--- src/rtl/lmode_pkg.sv ---
package lmode_pkg;

  localparam int unsigned CR0_PE_BIT  = 0;
  localparam int unsigned CR0_PG_BIT  = 31;
  localparam int unsigned CR4_PAE_BIT = 5;
  localparam int unsigned EFER_LME_BIT = 8;
  localparam int unsigned EFER_LMA_BIT = 10;

  typedef enum logic [2:0] {
    SEL_CR0 = 3'd0,
    SEL_CR3 = 3'd1,
    SEL_CR4 = 3'd2,
    SEL_MSR = 3'd3,
    SEL_CSL = 3'd4
  } wr_sel_e;

  typedef struct packed {
    logic cr0;
    logic cr3;
    logic cr4;
    logic efer;
    logic csl;
  } wr_hit_t;

endpackage

--- src/rtl/lmode_wr_decode.sv ---
module lmode_wr_decode
  import lmode_pkg::*;
#(
  parameter int unsigned         MSR_W   = 32,
  parameter logic [MSR_W-1:0]    EFER_ID = 'hC000_0080
) (
  input  logic             valid_i,
  input  logic [2:0]       sel_i,
  input  logic [MSR_W-1:0] msr_i,
  output wr_hit_t          hit_o
);

  always_comb begin
    hit_o = '0;
    if (valid_i) begin
      case (wr_sel_e'(sel_i))
        SEL_CR0: hit_o.cr0  = 1'b1;
        SEL_CR3: hit_o.cr3  = 1'b1;
        SEL_CR4: hit_o.cr4  = 1'b1;
        SEL_MSR: hit_o.efer = (msr_i == EFER_ID);
        SEL_CSL: hit_o.csl  = 1'b1;
        default: hit_o = '0;
      endcase
    end
  end

endmodule

--- src/rtl/lmode_rule_chk.sv ---
module lmode_rule_chk (
  input  logic hit_cr0_i,
  input  logic hit_cr4_i,
  input  logic hit_efer_i,
  input  logic new_pg_i,
  input  logic new_pae_i,
  input  logic new_lme_i,
  input  logic cur_pg_i,
  input  logic cur_pae_i,
  input  logic cur_lme_i,
  input  logic cur_lma_i,
  input  logic cur_cs_l_i,
  output logic fault_o
);

  logic lme_flip_paged;
  logic pg_on_no_pae;
  logic pg_on_long_cs;
  logic pae_off_active;
  logic pg_rising;

  assign pg_rising      = hit_cr0_i & new_pg_i & ~cur_pg_i;
  assign lme_flip_paged = hit_efer_i & (new_lme_i ^ cur_lme_i) & cur_pg_i;
  assign pg_on_no_pae   = pg_rising & cur_lme_i & ~cur_pae_i;
  assign pg_on_long_cs  = pg_rising & cur_lme_i & cur_cs_l_i;
  assign pae_off_active = hit_cr4_i & ~new_pae_i & cur_pae_i & cur_lma_i;

  assign fault_o = lme_flip_paged | pg_on_no_pae | pg_on_long_cs | pae_off_active;

endmodule

--- src/rtl/lmode_next_state.sv ---
module lmode_next_state
  import lmode_pkg::*;
#(
  parameter int unsigned DATA_W   = 64,
  parameter int unsigned LEGACY_W = 32
) (
  input  wr_hit_t           hit_i,
  input  logic              accept_i,
  input  logic              mode64_i,
  input  logic [DATA_W-1:0] data_i,
  input  logic [DATA_W-1:0] cr0_i,
  input  logic [DATA_W-1:0] cr3_i,
  input  logic [DATA_W-1:0] cr4_i,
  input  logic [DATA_W-1:0] efer_i,
  input  logic              cs_l_i,
  output logic [DATA_W-1:0] cr0_o,
  output logic [DATA_W-1:0] cr3_o,
  output logic [DATA_W-1:0] cr4_o,
  output logic [DATA_W-1:0] efer_o,
  output logic              cs_l_o
);

  logic [DATA_W-1:0] cr3_wr;
  logic [DATA_W-1:0] efer_base;
  logic              lma_n;

  // page-base width limit outside 64-bit mode
  generate
    if (LEGACY_W < DATA_W) begin : g_cr3_trim
      localparam logic [DATA_W-1:0] LEG_MASK = {{(DATA_W-LEGACY_W){1'b0}}, {LEGACY_W{1'b1}}};
      assign cr3_wr = mode64_i ? data_i : (data_i & LEG_MASK);
    end else begin : g_cr3_full
      assign cr3_wr = data_i;
    end
  endgenerate

  always_comb begin
    lma_n = efer_i[EFER_LMA_BIT];
    if (accept_i && hit_i.cr0) begin
      if (!data_i[CR0_PG_BIT])     lma_n = 1'b0;
      else if (!cr0_i[CR0_PG_BIT]) lma_n = efer_i[EFER_LME_BIT];
    end
  end

  always_comb begin
    cr0_o     = (accept_i && hit_i.cr0)  ? data_i : cr0_i;
    cr3_o     = (accept_i && hit_i.cr3)  ? cr3_wr : cr3_i;
    cr4_o     = (accept_i && hit_i.cr4)  ? data_i : cr4_i;
    efer_base = (accept_i && hit_i.efer) ? data_i : efer_i;
    cs_l_o    = (accept_i && hit_i.csl)  ? data_i[0] : cs_l_i;
    efer_o    = efer_base;
    efer_o[EFER_LMA_BIT] = lma_n;
  end

endmodule

--- src/rtl/lmode_ctl_unit.sv ---
module lmode_ctl_unit
  import lmode_pkg::*;
#(
  parameter int unsigned          DATA_W   = 64,
  parameter int unsigned          LEGACY_W = 32,
  parameter int unsigned          MSR_W    = 32,
  parameter logic [MSR_W-1:0]     EFER_ID  = 'hC000_0080,
  parameter logic [DATA_W-1:0]    CR0_RST  = 'h10
) (
  input  logic              clk_i,
  input  logic              rst_ni,
  input  logic              wr_valid_i,
  input  logic [2:0]        wr_sel_i,
  input  logic [MSR_W-1:0]  wr_msr_i,
  input  logic [DATA_W-1:0] wr_data_i,
  output logic [DATA_W-1:0] cr0_o,
  output logic [DATA_W-1:0] cr3_o,
  output logic [DATA_W-1:0] cr4_o,
  output logic [DATA_W-1:0] efer_o,
  output logic              cs_l_o,
  output logic              mode64_o,
  output logic              gp_fault_o
);

  wr_hit_t           hit;
  logic              fault;
  logic [DATA_W-1:0] cr0_q, cr3_q, cr4_q, efer_q;
  logic [DATA_W-1:0] cr0_d, cr3_d, cr4_d, efer_d;
  logic              cs_l_q, cs_l_d;
  logic              mode64;

  assign mode64 = efer_q[EFER_LMA_BIT] & cs_l_q;

  lmode_wr_decode #(
    .MSR_W   (MSR_W),
    .EFER_ID (EFER_ID)
  ) u_decode (
    .valid_i (wr_valid_i),
    .sel_i   (wr_sel_i),
    .msr_i   (wr_msr_i),
    .hit_o   (hit)
  );

  lmode_rule_chk u_rules (
    .hit_cr0_i  (hit.cr0),
    .hit_cr4_i  (hit.cr4),
    .hit_efer_i (hit.efer),
    .new_pg_i   (wr_data_i[CR0_PG_BIT]),
    .new_pae_i  (wr_data_i[CR4_PAE_BIT]),
    .new_lme_i  (wr_data_i[EFER_LME_BIT]),
    .cur_pg_i   (cr0_q[CR0_PG_BIT]),
    .cur_pae_i  (cr4_q[CR4_PAE_BIT]),
    .cur_lme_i  (efer_q[EFER_LME_BIT]),
    .cur_lma_i  (efer_q[EFER_LMA_BIT]),
    .cur_cs_l_i (cs_l_q),
    .fault_o    (fault)
  );

  lmode_next_state #(
    .DATA_W   (DATA_W),
    .LEGACY_W (LEGACY_W)
  ) u_next (
    .hit_i    (hit),
    .accept_i (~fault),
    .mode64_i (mode64),
    .data_i   (wr_data_i),
    .cr0_i    (cr0_q),
    .cr3_i    (cr3_q),
    .cr4_i    (cr4_q),
    .efer_i   (efer_q),
    .cs_l_i   (cs_l_q),
    .cr0_o    (cr0_d),
    .cr3_o    (cr3_d),
    .cr4_o    (cr4_d),
    .efer_o   (efer_d),
    .cs_l_o   (cs_l_d)
  );

  always_ff @(posedge clk_i or negedge rst_ni) begin
    if (!rst_ni) begin
      cr0_q  <= CR0_RST;
      cr3_q  <= '0;
      cr4_q  <= '0;
      efer_q <= '0;
      cs_l_q <= 1'b0;
    end else begin
      cr0_q  <= cr0_d;
      cr3_q  <= cr3_d;
      cr4_q  <= cr4_d;
      efer_q <= efer_d;
      cs_l_q <= cs_l_d;
    end
  end

  assign cr0_o      = cr0_q;
  assign cr3_o      = cr3_q;
  assign cr4_o      = cr4_q;
  assign efer_o     = efer_q;
  assign cs_l_o     = cs_l_q;
  assign mode64_o   = mode64;
  assign gp_fault_o = fault;

  // at most one target per request
  a_r2_one_target: assert property (@(posedge clk_i) disable iff (!rst_ni)
    $onehot0(hit));


  a_r9_fault_in_write: assert property (@(posedge clk_i) disable iff (!rst_ni)
    gp_fault_o |-> wr_valid_i);

  a_r9_reject_holds: assert property (@(posedge clk_i) disable iff (!rst_ni)
    gp_fault_o |=> ($stable(cr0_o) && $stable(cr3_o) && $stable(cr4_o)
                    && $stable(efer_o) && $stable(cs_l_o)));


  a_r3_lme_locked: assert property (@(posedge clk_i) disable iff (!rst_ni)
    cr0_o[CR0_PG_BIT] |=> $stable(efer_o[EFER_LME_BIT]));


  a_r6_pae_kept: assert property (@(posedge clk_i) disable iff (!rst_ni)
    (efer_o[EFER_LMA_BIT] && cr4_o[CR4_PAE_BIT]) |=> cr4_o[CR4_PAE_BIT]);


  a_r7_lma_clear: assert property (@(posedge clk_i) disable iff (!rst_ni)
    (hit.cr0 && !wr_data_i[CR0_PG_BIT]) |=> !efer_o[EFER_LMA_BIT]);


  a_r10_lma_consistent: assert property (@(posedge clk_i) disable iff (!rst_ni)
    efer_o[EFER_LMA_BIT] |-> (cr0_o[CR0_PG_BIT] && efer_o[EFER_LME_BIT]
                              && cr4_o[CR4_PAE_BIT]));


  generate
    if (LEGACY_W < DATA_W) begin : g_cr3_chk
      a_r8_cr3_trim: assert property (@(posedge clk_i) disable iff (!rst_ni)
        (hit.cr3 && !mode64_o) |=> (cr3_o[DATA_W-1:LEGACY_W] == '0));
    end
  endgenerate

endmodule

--- config.mk ---
export PLATFORM = sky130hd
export DESIGN_NAME = lmode_ctl_unit
export DESIGN_NICKNAME = d
export VERILOG_FILES = /design/src/rtl/lmode_pkg.sv /design/src/rtl/lmode_wr_decode.sv /design/src/rtl/lmode_rule_chk.sv /design/src/rtl/lmode_next_state.sv /design/src/rtl/lmode_ctl_unit.sv
export SDC_FILE = /design/constraint.sdc
export NUM_CORES = 1
export LEC_CHECK = 0
export BUFFER_PORTS_ARGS = -buffer_cell sky130_fd_sc_hd__buf_4
export CELL_PAD_IN_SITES_DETAIL_PLACEMENT = 0
export CELL_PAD_IN_SITES_GLOBAL_PLACEMENT = 2
export CORE_MARGIN = 8
export CORE_UTILIZATION = 35
export CTS_CLUSTER_DIAMETER = 100
export CTS_CLUSTER_SIZE = 14
export DETAILED_ROUTE_END_ITERATION = 10
export GPL_TIMING_DRIVEN = 1
export PLACE_DENSITY = 0.84
export SETUP_SLACK_MARGIN = 0.05
export SLEW_MARGIN = 30
export SYNTH_ARGS = -nofsm -noshare
export SYNTH_HDL_FRONTEND = slang
export SYNTH_SLANG_ARGS = --single-unit
--- constraint.sdc ---
create_clock -name clk_i -period 5.54 [get_ports clk_i]
set_input_delay 0.277 -clock clk_i [delete_from_list [all_inputs] [get_ports clk_i]]
set_output_delay 0.277 -clock clk_i [all_outputs]
set_load 0.01 [all_outputs]
After elaboration in Yosys (flattened, before gate mapping)
Index checks and enable logic that the tools add are counted.

word-level totals
  register bits after elaboration = 257
  logic and storage cells = 47
  input port bits = 102
  output and inout port bits = 259

cells by class
  bitwise gates (word level) = 19
  muxes and demuxes = 9
  reduce and logical (&&, ||, !) cells = 7
  equality and inequality tests = 6

operator list
  operator                                                               count
  64-bit two-way mux                                                     1
  32-bit equality test, second input constant                            1
  1-bit AND                                                              11
  1-bit two-way mux                                                      7
  3-bit by 2-bit equality test with 1-bit output, second input constant  2
  1-bit logical AND                                                      5
  5-bit two-way mux                                                      1
  1-bit NOT                                                              4
  3-bit by 1-bit equality test with 1-bit output, second input constant  1
  3-bit equality test, second input constant                             1
  3-bit logical NOT                                                      1
  1-bit OR                                                               3
  2-bit != test, second input constant                                   1
  2-bit AND reduction                                                    1
  1-bit XOR                                                              1

Longest topological paths before layout
  depth after elaboration = 13
  depth in mapped cells = 7
  mapped depth without buffers = 4

By module
A second synthesis with hierarchy kept.

unflattened totals
  cells, all modules = 651
  area total of the unflattened synthesis = 10033.4 um2

by module, submodules not included
  module            sequential area each (um2)  cells an instance  area each (um2)  times used
  lmode_ctl_unit    6432.4                      259                6442.4           1
  lmode_next_state  0.0                         366                3417.0           1
  lmode_wr_decode   0.0                         19                 125.1            1
  lmode_rule_chk    0.0                         7                  48.8             1

Worst setup path after synthesis
No wires, ideal clock.

  path kind = input to register
  from = input port wr_msr_i[17]
  to = register efer_q[0], in the netlist efer_o[0]
  stages on the path = 5
  buffers on the path = 1
  arrival = 1.863 ns
  path slack = 3.550 ns
  setup time = 0.127 ns
  path through = nor4_1 nand4_1 a2111oi_4 buf_6 mux2_1

on the way
  cells in the longest elaborated chain, start to end = 10

RTL lines
  element                 RTL line                text
  start, declared         lmode_ctl_unit.sv:14    input logic [MSR_W-1:0] wr_msr_i,
  32-bit equality test *  lmode_wr_decode.sv:20   SEL_MSR: hit_o.efer = (msr_i == EFER_ID);
  1-bit two-way mux *     lmode_wr_decode.sv:16   case (wr_sel_e'(sel_i))
  5-bit two-way mux *     lmode_wr_decode.sv:15   if (valid_i) begin
  1-bit AND (2 in a row)  lmode_rule_chk.sv:23    assign lme_flip_paged = hit_efer_i & (new_lme_i ^ cur_lme_i) & cur_pg_i;
  1-bit OR (3 in a row)   lmode_rule_chk.sv:28    assign fault_o = lme_flip_paged | pg_on_no_pae | pg_on_long_cs | pae_off_active;
  1-bit NOT               lmode_ctl_unit.sv:64    .accept_i (~fault),
  1-bit logical AND *     lmode_next_state.sv:49  efer_base = (accept_i && hit_i.efer) ? data_i : efer_i;
  end signal, assigned    lmode_ctl_unit.sv:90    efer_q <= efer_d;
  end, declared           lmode_ctl_unit.sv:27    logic [DATA_W-1:0] cr0_q, cr3_q, cr4_q, efer_q;

Every way passes the cells marked *; elsewhere a longest branch is shown, timed or not.
A chain may end at the register's enable or synchronous reset.

Final worst setup path
  from = register efer_q[8], in the netlist efer_o[8]
  to = register efer_q[26], in the netlist efer_o[26]

on the way
  cells in the longest elaborated chain, start to end = 8
  elaborated cells between the ends (all ways) = 11
  those cells by class = bitwise (10); reduce/logical (1)

RTL lines
  element                  RTL line
  1-bit XOR                lmode_rule_chk.sv:23
  1-bit AND (2 in a row)   lmode_rule_chk.sv:23
  1-bit OR                 lmode_rule_chk.sv:28
  1-bit OR * (2 in a row)  lmode_rule_chk.sv:28
  1-bit NOT *              lmode_ctl_unit.sv:64
  1-bit logical AND *      lmode_next_state.sv:49

Marks and branches as above.

==> results.md <==
| Stage | Metric | This run |
|:---|:---|:---|
| status | Result of the run | completed |
| detailed routing | Vias post-DR | 6645 |
| clock tree | Clock tree from TritonCTS | done |
| synthesis | Number of enable-type register cells in the synthesized netlist | 0 |
| detailed routing | Metal-1 WL | 11700 µm |
| worst hold path | Classification of the worst-slack hold path | in2reg |
| timing | Slew Limit Fails | 0 |
| synthesis | Synthesized net count | 754 |
| global route | Pin count of the biggest net entering global routing | 128 |
| final layout | Number of nets in the layout | 1148 |
| worst setup path | Worst path cell trace | xor2_1 > a2111oi_4 > buf_4 > mux2_2 |
| detailed routing | Final Routed Wirelength | 29400 µm |
| detailed routing | Via-to-Cell Ratio | 4.64 |
| detailed routing | DRC violation count after routing | 0 |
| timing | Post-layout min period | 2.30 ns |
| worst setup path | Kind of launch point of the worst setup path | flop |
| die | Y dimension of the die | 184 µm |
| worst hold path | Hold Crit Start | wr_data_i[33] |
| synthesis | Top-count cell post-synth | sky130_fd_sc_hd__dfrtp_1 |
| worst setup path | Critical path type | reg2reg |
| pwr | Power per unit of standard cell area | 369 nW/µm² |
| die | Number of primary I/O pins | 361 |
| synthesis | Post-synthesis xor/xnor area fraction | 0.0892% |
| timing | Setup-violating endpoint count in the final report | 0 |
| synthesis | Share of the synthesized area in the top cell type | 65.2% |
| timing | Tcrit/Tclk final | 41.6% |
| final layout | Total inserted antenna cells | 0 |
| synthesis | Share of synthesized registers carrying an async set or reset | 100% |
| placement | I/O Buffers | 360 |
| placement | Placer congestion estimate | 0.733 |
| synthesis | Average instance area after synthesis | 15.1 µm² |
| synthesis | Largest area contributor in the netlist | sky130_fd_sc_hd__dfrtp_1 |
| worst setup path | FF-to-FF path depth | 4 |
| die | Number of placement rows | 61 |
| worst hold path | WHS Path Cells | 2 |
| synthesis | Synthesized instance count | 652 |
| synthesis | Number of distinct standard cells referenced by the synthesized netlist | 31 |
| clock tree | Clock H-tree levels | 1 |
| worst setup path | Critical path endpoint category | flop |
| timing | Final setup skew | 0.00847 ns |
| worst setup path | Cell type of the slowest stage on the worst timing path | sky130_fd_sc_hd__buf_4 |
| detailed routing | First-pass DRT Iterations | 4 |
| global route | Via count of the first global-routing pass | 7326 |
| worst setup path | Crit path DAT | 2.70 ns |
| pwr | Leakage | 6.87 nW |
| clock tree | Num CTS Buffers | 22 |
| worst setup path | Worst reg-to-reg setup slack | 3.24 ns |
| detailed routing | Met3 routed WL | 2980 µm |
| die | Initial Utilization | 35.5% |
| synthesis | Largest family of logic cells by synthesized area | multiplexers |
| global route | Wire length of the first global-routing pass | 45300 µm |
| worst setup path | Worst Path Max Fanout | 62 |
| clock tree | Master cell of the clock root buffer | sky130_fd_sc_hd__clkbuf_16 |
| synthesis | Top cell types by occurrence after synthesis | sky130_fd_sc_hd__dfrtp_1 (256), sky130_fd_sc_hd__mux2_2 (162), sky130_fd_sc_hd__nand2_1 (68) |
| clock tree | Skew-Pair Late Insertion Delay | 0.50 ns |
| die | Width of the chip | 184 µm |
| synthesis | Compound-Gate Fraction of Synth Area | 2.45% |
| synthesis | Post-Synth Simple-Gate Area | 4.15% |
| synthesis | Biggest area contributors in the synthesized netlist | sky130_fd_sc_hd__dfrtp_1 (65%), sky130_fd_sc_hd__mux2_2 (19%), sky130_fd_sc_hd__mux2_1 (6.9%), sky130_fd_sc_hd__nand2_1 (2.6%), sky130_fd_sc_hd__o21ai_0 (1.7%) |
| synthesis | Register bit count reported by yosys | 257 |
| detailed routing | Residual antenna-violating net count after detailed routing | 0 |
| worst setup path | Endpoint required time on the critical path | 5.93 ns |
| timing | Final setup slack of the worst path | 3.24 ns |
| timing | Relative slew slack | 38.2% |
| global route | GRT Residual Overflow | 0 |
| timing | Count of endpoints failing hold in the final timing report | 0 |
| synthesis | Share of cell area taken by muxes after synthesis | 25.5% |
| clock tree | CTS clk-pin slew, worst paths | 0.07 ns |
| job | Number of maximum-capacitance violations | 0 |
| detailed routing | Amount of wire on met2 after detailed routing | 14300 µm |
| die | Core area | 27700 µm² |
| synthesis | Top_reg_cell synth | sky130_fd_sc_hd__dfrtp_1 |
| synthesis | Yosys warning total | 0 |
| detailed routing | Per-cell routed wire length | 20.6 µm |
| placement | Detailed placer's ending HPWL | 20800 µm |
| detailed routing | Top layer reached by signal wires | met4 |
| final layout | Signed area change from the synthesized netlist to the final layout | 41.9% |
| worst setup path | Worst r2r dst | efer_o[26]$_DFFE_PN0P_ |
| timing | Fin Setup TNS | 0 ns |
| worst hold path | Min-Delay Endpoint | efer_o[33]$_DFFE_PN0P_ |
| timing | Fmax achieved | 434 MHz |
| global route | Antenna violations before repair | 0 |
| placement | Setup Slack @ Placement | 2.86 ns |
| worst setup path | Delay of the slowest cell on the worst path | 0.77 ns |
| synthesis | Post-synthesis cell area | 9820 µm² |
| worst setup path | Worst reg2reg path startpoint | efer_o[8]$_DFFE_PN0P_ |
| synthesis | Sequential element share of the synthesized area | 65.5% |
| synthesis | Fraction of the mapped netlist area in adder cells | 0% |
| final layout | Proportion of layout cells with a drive suffix above 1 | 53.1% |
| clock tree | Clock buffer depth | 3 |
| timing | Actual transition at the worst max-transition pin | 0.927 ns |
| timing | RSZ-0062 raised after global routing | no |
| die | Die area | 33700 µm² |
| pwr | Worst vdd rail ir drop | 0.216 mV |
| clock tree | Setup Buffers After CTS | 0 |
| clock tree | Clock sink count | 257 |
| detailed routing | Violation count after the first detailed-routing iteration | 293 |
| global route | GRT Total Usage | 17.2% |
==> timing repair <==
action,CTS,global route
gates resized for setup,0,0
endpoints found under the setup margin,0,0
hold endpoints to repair,106,0
hold buffers,41,0
==> cell usage in the layout, fill, tap and decap left out, drive strengths merged, types with 2 or more instances in the layout <==
cell         synthesis  layout
nand2b               2       2
dfrtp              256     256
buf                 17     367
nand4                3       3
inv                  3       4
nand2               68      68
nor4b                2       2
nor3                 2       2
nor4bb               2       2
dlygate4sd3          0      41
mux2               222     222
clkbuf              21      31
o21ai               34      34
nor4                 5       5
==> layout make-up <==
cell class,count,area [µm²]
clock inverter,1,11.3
inverter,3,11.3
timing repair buffer,408,3210
fill,2523,13800
multi-input combinational,354,3200
tap,378,473
clock buffer,31,606
sequential,257,6430
==> critical path: cells and delay by family, from the launching register on <==
family	cells	cell delay, ns
buf+inv	1	0.77
flops	1	0.42
xor+xnor	1	0.20
mux	1	0.41
compound gates	1	0.36
==> layer usage <==
layer / up-vias / track usage, %
met5: - / 0
met4: 0 / 3.38
met3: 28 / 6.80
met2: 255 / 29.4
met1: 3302 / 20.1
li1: 3060 / -
==> cell families (layout without fill, tap and decap cells) <==
group | count (synthesis) | after routing
muxes | 222 | 222
and+or+nand+nor | 90 | 90
DFF | 257 | 257
AOI/OAI and AO/OA | 41 | 41
xor gates and xnor gates | 1 | 1
buffers and inverters | 41 | 443
==> stage by stage <==
stage	total power [mW]	hold slack [ns]	instances	area, µm²	util (%)
floorplan	2.93	-0.0186	652	9820	-
global route	5.43	0.00755	1432	13900	50.3
global placement	3.74	0.463	1358	12900	46.5
detailed placement	3.77	0.248	1359	12900	46.6
CTS	5.25	0.000672	1432	13900	50.3
finish	5.14	0.0307	1432	13900	50.3
==> report_power, final <==
group / internal [mW] / switching, mW / total [mW]
clock network: 0.757 / 0.661 / 1.42
logic: 0.728 / 0.597 / 1.32
registers: 2.22 / 0.185 / 2.40
==> state kept, by name, indices dropped and copies added (netlist names) <==
signal	flops
cr0_o	64
cr3_o	64
cr4_o	64
efer_o	64
cs_l_o	1
==> worst max path at each step <==
stage	from	to	slack (ns)
detailed placement	wr_msr_i[25]	efer_o[26]$_DFFE_PN0P_	2.86
floorplan	wr_msr_i[17]	efer_o[0]$_DFFE_PN0P_	3.55
CTS	efer_o[8]$_DFFE_PN0P_	efer_o[26]$_DFFE_PN0P_	3.20
finish	efer_o[8]$_DFFE_PN0P_	efer_o[26]$_DFFE_PN0P_	3.24
global route	efer_o[8]$_DFFE_PN0P_	efer_o[25]$_DFFE_PN0P_	3.08
global placement	wr_msr_i[25]	efer_o[26]$_DFFE_PN0P_	2.85
No activity file was read; power rests on OpenSTA's default activity.
